==> config.mk <==
export PLATFORM = sky130hd
export DESIGN_NAME = tmr_pair
export DESIGN_NICKNAME = d
export VERILOG_FILES = /design/src/rtl/tmr_pkg.sv /design/src/rtl/tmr_edge_sync.sv /design/src/rtl/tmr_prescale.sv /design/src/rtl/tmr_pair.sv
export SDC_FILE = /design/constraint.sdc
export NUM_CORES = 1
export LEC_CHECK = 0
export ABC_AREA = 0
export ABC_CLOCK_PERIOD_IN_PS = 4900
export CORE_MARGIN = 2
export CORE_UTILIZATION = 52
export DETAILED_ROUTE_END_ITERATION = 12
export DONT_BUFFER_PORTS = 1
export PLACE_DENSITY = 0.78
export SLEW_MARGIN = 30
export SYNTH_ARGS = -nofsm -noshare
export SYNTH_HDL_FRONTEND = slang
export SYNTH_HIERARCHICAL = 1
export SYNTH_SLANG_ARGS = --single-unit
export TNS_END_PERCENT = 50
==> constraint.sdc <==
create_clock -name clk -period 4.9 [get_ports clk]
set_input_delay 0.98 -clock clk [delete_from_list [all_inputs] [get_ports clk]]
set_output_delay 0.98 -clock clk [all_outputs]
set_load 0.01 [all_outputs]
==> src/rtl/tmr_pkg.sv <==
package tmr_pkg;

    localparam int CTL_EN     = 15;
    localparam int CTL_PS_LSB = 4;
    localparam int CTL_CAS    = 3;
    localparam int CTL_IE     = 2;
    localparam int CTL_EXT    = 1;
    localparam int PS_W       = 8;

    typedef enum logic [1:0] {
        REG_CTRL   = 2'd0,
        REG_COUNT  = 2'd1,
        REG_PERIOD = 2'd2,
        REG_FLAG   = 2'd3
    } tmr_reg_e;

    typedef struct packed {
        logic       en;
        logic [2:0] ps;
        logic       cas;
        logic       ie;
        logic       ext;
    } tmr_ctrl_t;

    // Count events per tick for each prescale code
    function automatic logic [PS_W:0] ps_ratio(input logic [2:0] code);
        logic [PS_W:0] r;
        case (code)
            3'd0: r = 9'd1;
            3'd1: r = 9'd2;
            3'd2: r = 9'd4;
            3'd3: r = 9'd8;
            3'd4: r = 9'd16;
            3'd5: r = 9'd32;
            3'd6: r = 9'd64;
            default: r = 9'd256;
        endcase
        return r;
    endfunction

    function automatic tmr_ctrl_t ctrl_unpack(input logic [15:0] v, input logic allow_cas);
        tmr_ctrl_t c;
        c.en  = v[CTL_EN];
        c.ps  = v[CTL_PS_LSB +: 3];
        c.cas = v[CTL_CAS] & allow_cas;
        c.ie  = v[CTL_IE];
        c.ext = v[CTL_EXT];
        return c;
    endfunction

    function automatic logic [15:0] ctrl_pack(input tmr_ctrl_t c);
        logic [15:0] v;
        v = '0;
        v[CTL_EN]            = c.en;
        v[CTL_PS_LSB +: 3]   = c.ps;
        v[CTL_CAS]           = c.cas;
        v[CTL_IE]            = c.ie;
        v[CTL_EXT]           = c.ext;
        return v;
    endfunction

endpackage

==> src/rtl/tmr_edge_sync.sv <==
module tmr_edge_sync #(
    parameter int N = 2
) (
    input  logic         clk,
    input  logic         rst_n,
    input  logic [N-1:0] async_i,
    output logic [N-1:0] pulse_o
);

    typedef struct packed {
        logic [N-1:0] s1;
        logic [N-1:0] s2;
        logic [N-1:0] s3;
    } sync_t;

    sync_t sy_d, sy_q;

    always_comb begin
        sy_d    = sy_q;
        sy_d.s1 = async_i;
        sy_d.s2 = sy_q.s1;
        sy_d.s3 = sy_q.s2;
    end

    always_ff @(posedge clk or negedge rst_n) begin
        if (!rst_n) sy_q <= '0;
        else        sy_q <= sy_d;
    end

    assign pulse_o = sy_q.s2 & ~sy_q.s3;

    for (genvar g = 0; g < N; g++) begin : g_chk
        AST_PULSE_ONE_CYCLE: assert property (@(posedge clk) disable iff (!rst_n)
            pulse_o[g] |=> !pulse_o[g]);
    end

endmodule

==> src/rtl/tmr_prescale.sv <==
module tmr_prescale
    import tmr_pkg::*;
(
    input  logic       clk,
    input  logic       rst_n,
    input  logic       run_i,
    input  logic       step_i,
    input  logic       restart_i,
    input  logic [2:0] code_i,
    output logic       tick_o
);

    logic [PS_W-1:0] pc_d, pc_q;
    logic [PS_W:0]   last;

    always_comb begin
        last   = ps_ratio(code_i) - 9'd1;
        tick_o = run_i && step_i && ({1'b0, pc_q} >= last);
        pc_d   = pc_q;
        if (restart_i)              pc_d = '0;
        else if (run_i && step_i)   pc_d = tick_o ? '0 : pc_q + 1'b1;
    end

    always_ff @(posedge clk or negedge rst_n) begin
        if (!rst_n) pc_q <= '0;
        else        pc_q <= pc_d;
    end

    AST_PS_HOLD: assert property (@(posedge clk) disable iff (!rst_n)
        (!run_i && !restart_i) |=> $stable(pc_q));

endmodule

==> src/rtl/tmr_pair.sv <==
module tmr_pair
    import tmr_pkg::*;
#(
    parameter int W = 16
) (
    input  logic         clk,
    input  logic         rst_n,
    input  logic [1:0]   ext_i,
    input  logic         wr_en,
    input  logic         wr_unit,
    input  logic [1:0]   wr_reg,
    input  logic [W-1:0] wr_data,
    input  logic         rd_unit,
    input  logic [1:0]   rd_reg,
    output logic [W-1:0] rd_data,
    output logic [1:0]   flag_o,
    output logic [1:0]   irq_o
);

    localparam int DW = 2 * W;

    typedef struct packed {
        tmr_ctrl_t [1:0]       ctrl;
        logic [1:0][W-1:0]     cnt;
        logic [1:0][W-1:0]     per;
        logic [1:0]            flag;
    } state_t;

    state_t   st_d, st_q;
    logic     cas;
    logic     cnt_wr;
    logic [1:0] pulse, tick, run, step, restart;
    logic [DW-1:0] cat_cnt, cat_per;
    tmr_reg_e wsel, rsel;

    assign wsel   = tmr_reg_e'(wr_reg);
    assign rsel   = tmr_reg_e'(rd_reg);
    assign cas    = st_q.ctrl[0].cas;
    assign cnt_wr = wr_en && (wsel == REG_COUNT);

    tmr_edge_sync #(.N(2)) u_sync (
        .clk     (clk),
        .rst_n   (rst_n),
        .async_i (ext_i),
        .pulse_o (pulse)
    );

    // Timer 0 settings govern the pair when cascaded
    always_comb begin
        run[0]     = st_q.ctrl[0].en;
        step[0]    = st_q.ctrl[0].ext ? pulse[0] : 1'b1;
        restart[0] = cnt_wr && (cas || !wr_unit);
        run[1]     = !cas && st_q.ctrl[1].en;
        step[1]    = st_q.ctrl[1].ext ? pulse[1] : 1'b1;
        restart[1] = cnt_wr && !cas && wr_unit;
    end

    for (genvar u = 0; u < 2; u++) begin : g_ps
        tmr_prescale u_ps (
            .clk       (clk),
            .rst_n     (rst_n),
            .run_i     (run[u]),
            .step_i    (step[u]),
            .restart_i (restart[u]),
            .code_i    (st_q.ctrl[u].ps),
            .tick_o    (tick[u])
        );
    end

    always_comb begin
        st_d    = st_q;
        cat_cnt = {st_q.cnt[1], st_q.cnt[0]};
        cat_per = {st_q.per[1], st_q.per[0]};

        if (wr_en && wsel == REG_FLAG && wr_data[0])
            st_d.flag[wr_unit] = 1'b0;

        if (cas) begin
            if (tick[0]) begin
                if (cat_cnt == cat_per) begin
                    st_d.cnt     = '0;
                    st_d.flag[1] = 1'b1;
                end else begin
                    {st_d.cnt[1], st_d.cnt[0]} = cat_cnt + DW'(1);
                end
            end
        end else begin
            for (int u = 0; u < 2; u++) begin
                if (tick[u]) begin
                    if (st_q.cnt[u] == st_q.per[u]) begin
                        st_d.cnt[u]  = '0;
                        st_d.flag[u] = 1'b1;
                    end else begin
                        st_d.cnt[u] = st_q.cnt[u] + W'(1);
                    end
                end
            end
        end

        if (wr_en) begin
            case (wsel)
                REG_CTRL:   st_d.ctrl[wr_unit] = ctrl_unpack(wr_data[15:0], !wr_unit);
                REG_COUNT:  st_d.cnt[wr_unit]  = wr_data;
                REG_PERIOD: st_d.per[wr_unit]  = wr_data;
                default:    ;
            endcase
        end
    end

    always_ff @(posedge clk or negedge rst_n) begin
        if (!rst_n) begin
            st_q.ctrl <= '0;
            st_q.cnt  <= '0;
            st_q.per  <= '1;
            st_q.flag <= '0;
        end else begin
            st_q <= st_d;
        end
    end

    always_comb begin
        case (rsel)
            REG_CTRL:   rd_data = W'(ctrl_pack(st_q.ctrl[rd_unit]));
            REG_COUNT:  rd_data = st_q.cnt[rd_unit];
            REG_PERIOD: rd_data = st_q.per[rd_unit];
            default:    rd_data = W'(st_q.flag[rd_unit]);
        endcase
    end

    assign flag_o   = st_q.flag;
    assign irq_o[0] = st_q.flag[0] & st_q.ctrl[0].ie;
    assign irq_o[1] = st_q.flag[1] & (cas ? st_q.ctrl[0].ie : st_q.ctrl[1].ie);

    AST_WRAP_ZERO: assert property (@(posedge clk) disable iff (!rst_n)
        (!cas && tick[0] && st_q.cnt[0] == st_q.per[0] && !restart[0])
        |=> (st_q.cnt[0] == '0 && st_q.flag[0]));

    AST_HOLD_OFF: assert property (@(posedge clk) disable iff (!rst_n)
        (!cas && !st_q.ctrl[0].en && !restart[0]) |=> $stable(st_q.cnt[0]));

    AST_FLAG_STICKY: assert property (@(posedge clk) disable iff (!rst_n)
        (flag_o[1] && !(wr_en && wsel == REG_FLAG && wr_unit && wr_data[0]))
        |=> flag_o[1]);

    AST_CAS_LOW_QUIET: assert property (@(posedge clk) disable iff (!rst_n)
        (cas && !flag_o[0]) |=> !flag_o[0]);

endmodule

==> impl_metrics.toml <==
[outcome]
status = "finished, final reports clean"

[logic_synthesis]
synthesis.area_sq_mm = 0.00686
synth.top_cell.area_share_pct = 25.5
synthCells = 721
yosysTopAreaCell = "dfrtp_1"
async_flop_share_pct = 100
ys_seq_elements = 102
ys_top_cells_by_count = "70 x dfrtp_1, 60 x nand2_1, 59 x xnor2_1"
yosys_warnings = 6
synth_area_leaders = "dfrtp_1 26%, dfstp_2 12%, mux2_2 7.7%, xnor2_1 7.5%, mux2i_1 4.8%"
yosysMostFrequentCell = "dfrtp_1"
synth_edf_count = 0
synth_cell_types = 62
synth_area_per_cell_sq_um = 9.52
syn_nets = 770
synth_ff_type = "dfrtp_1"
synth_seq_area_share_pct = 37.8

[sta]
final.setup_skew_ns = 0.0111
relSlewSlack_pct = 31.1
hold_ws_ns = 0.314
min_period_ns = 4.14
setup_viol = 0
max_freq_mhz = 242
rsz0062_at_grt = "no"
setup_tns_ns = 0
period_share_pct = 84.4
hold_viol_final = 0
maxSlewViolCount = 0
fin_ws_ns = 0.762
worstMarginPinSlew_ns = 1.03

[global_routing]
grt_pass1_vias = 5288
grt_busiest_layer = "met2"
grt_usage_pct = 25.3
met1_usage_pct = 33.6
grt_use_met3_pct = 6.08
grt_start_max_net_pins = 103
grt_overflow = 0
grt_pass1_wl_mm = 28.2
antenna_found_initial = 0
use_met2_pct = 39.3

[min_path]
hp-class = "input port to asynchronous set/reset pin"

[floorplanning]
start_util_pct = 53.7
ios = 47
dieHeight_um = 119
die_w_um = 119
die-area_sq_mm = 0.0141
coreArea_sq_mm = 0.0128
num_rows = 41

[finish]
drive_gt1_share_pct = 18.6
fin_cells = 861
design_area_sq_mm = 0.00722
nNetsFinal = 733
fin_util_pct = 56.5
area_growth_pct = 5.12
n_antenna_cell = 0
fillCellCount = 1103

[worst_setup_path]
criticalPathCategory = "register to register"
cp_max_fo = 9
startpoint_type = "register"
worstPathRequired_ns = 5.17
critical_path.endpoint_type = "register"
worstPathArrival_ns = 4.41

[clock_tree]
clk_pin_slew_ns = 0.07
cts_tree = "done"
clock_latency_ns = 0.36
cts_resized = 0
root_buffer = "clkbuf_16"
clkSinkCount = 102
cts_made_buffers = 9
clock_path_buffers = 2
ctsHoldBuffers = 0
htreeDepth = 3
postCtsSetupBuffers = 0

[power_and_ir_drop]
power_density_mw_per_mm2 = 482
p_total_mw = 3.48
p_leak_nw = 2.78
peakVddDrop_mv = 0.274

[routing]
drcViolationCount = 0
drt_wl_total_mm = 17.4
wl_per_cell_um = 20.2
drtAntennaViolNets = 0
vias = 5366
drt_iter0_markers = 413
firstDrtPassIters = 5
via_per_inst = 6.23

[placed_design]
port-buffer-count = 0
gp_congestion = 0.909
place_ws_ns = 0.803
place_area_sq_mm = 0.00692
dpl.cell_count = 845
place_hpwl_mm = 12.6

[job]
maxCapViolations = 0
-- worst max-delay path: stages (launching register included) --
cell and delay, ns:
dfrtp_1 0.48, or3_1 0.43, ha_1 0.29, xor2_1 0.17, o21a_1 0.18, ha_1 0.29, nand3_1 0.10, o22ai_1 0.17
a21oi_1 0.09, a21oi_2 0.21, nand4_2 0.23, nor4_4 0.19, buf_4 0.20, nand4_2 0.16, or4_4 0.52, xor2_1 0.16
o31ai_2 0.17
-- power breakdown --
part / leakage, nW / internal (mW) / switching (mW) / total, mW
combinational: 1.45 / 0.608 / 0.590 / 1.20
sequential: 1.20 / 1.12 / 0.445 / 1.56
clock: 0.140 / 0.398 / 0.321 / 0.719
-- cell type report --
type | instances | area (sq um) | share of cell area [%]
Clock buffer | 11 | 233 | 3.23
Clock inverter | 5 | 60.1 | 0.832
Inverter | 14 | 52.6 | 0.728
Multi-Input combinational cell | 551 | 4020 | 55.7
Sequential cell | 102 | 2590 | 35.9
Tap cell | 172 | 215 | 2.98
Timing Repair Buffer | 6 | 45.0 | 0.624
-- registers in the layout, indices dropped and copies added (netlist names) --
name	flops
cat_per	32
u_sync/sy_q	2
cat_cnt	32
u_sync/sy_d	4
st_q	12
run	1
cas	1
g_ps.u_ps/pc_q	16
flag_o	2
-- final timing paths --
check / from / to / slack, ns / cells after the start
max in group asynchronous: rst_n / cat_per[5]$_DFFE_PN1P_ / 4.35 / 0
worst max-delay path: st_q[69]$_DFFE_PN0P_ / cat_cnt[31]$_DFF_PN0_ / 0.76 / 16
min in group clk: u_sync/sy_d[3]$_DFF_PN0_ / u_sync/sy_d[1]$_DFF_PN0_ / 0.36 / 0
worst max register to register: st_q[69]$_DFFE_PN0P_ / cat_cnt[31]$_DFF_PN0_ / 0.76 / 16
worst min-delay path: rst_n / flag_o[0]$_DFF_PN0_ / 0.31 / 0
worst min register to register: u_sync/sy_d[3]$_DFF_PN0_ / u_sync/sy_d[1]$_DFF_PN0_ / 0.36 / 0
-- cell families after synthesis --
logic type	Yosys count	synth area share, %
AOI/OAI and AO/OA	133	13.0
xor gates and xnor gates	84	10.7
adders and majority gates	22	4.01
buffers and inverters	68	4.03
DFF	102	37.8
muxes	80	12.5
and+or+nand+nor	232	18.0
-- layout by cell type, fill, tap and decap left out, types with 25 or more instances in the layout --
cell type,count
o31ai_1,25
dfstp_2,32
a21oi_1,33
nand2_1,60
xor2_1,25
dfrtp_1,70
mux2_2,47
nand3_1,26
xnor2_1,59
nor2_1,47
mux2i_1,33
-- metal layers --
layer	up-vias	routed length, um
li1	2488	-
met1	2645	7560
met2	192	7950
met3	41	1350
met4	0	546
met5	-	0
No activity file was read; power rests on OpenSTA's default activity.
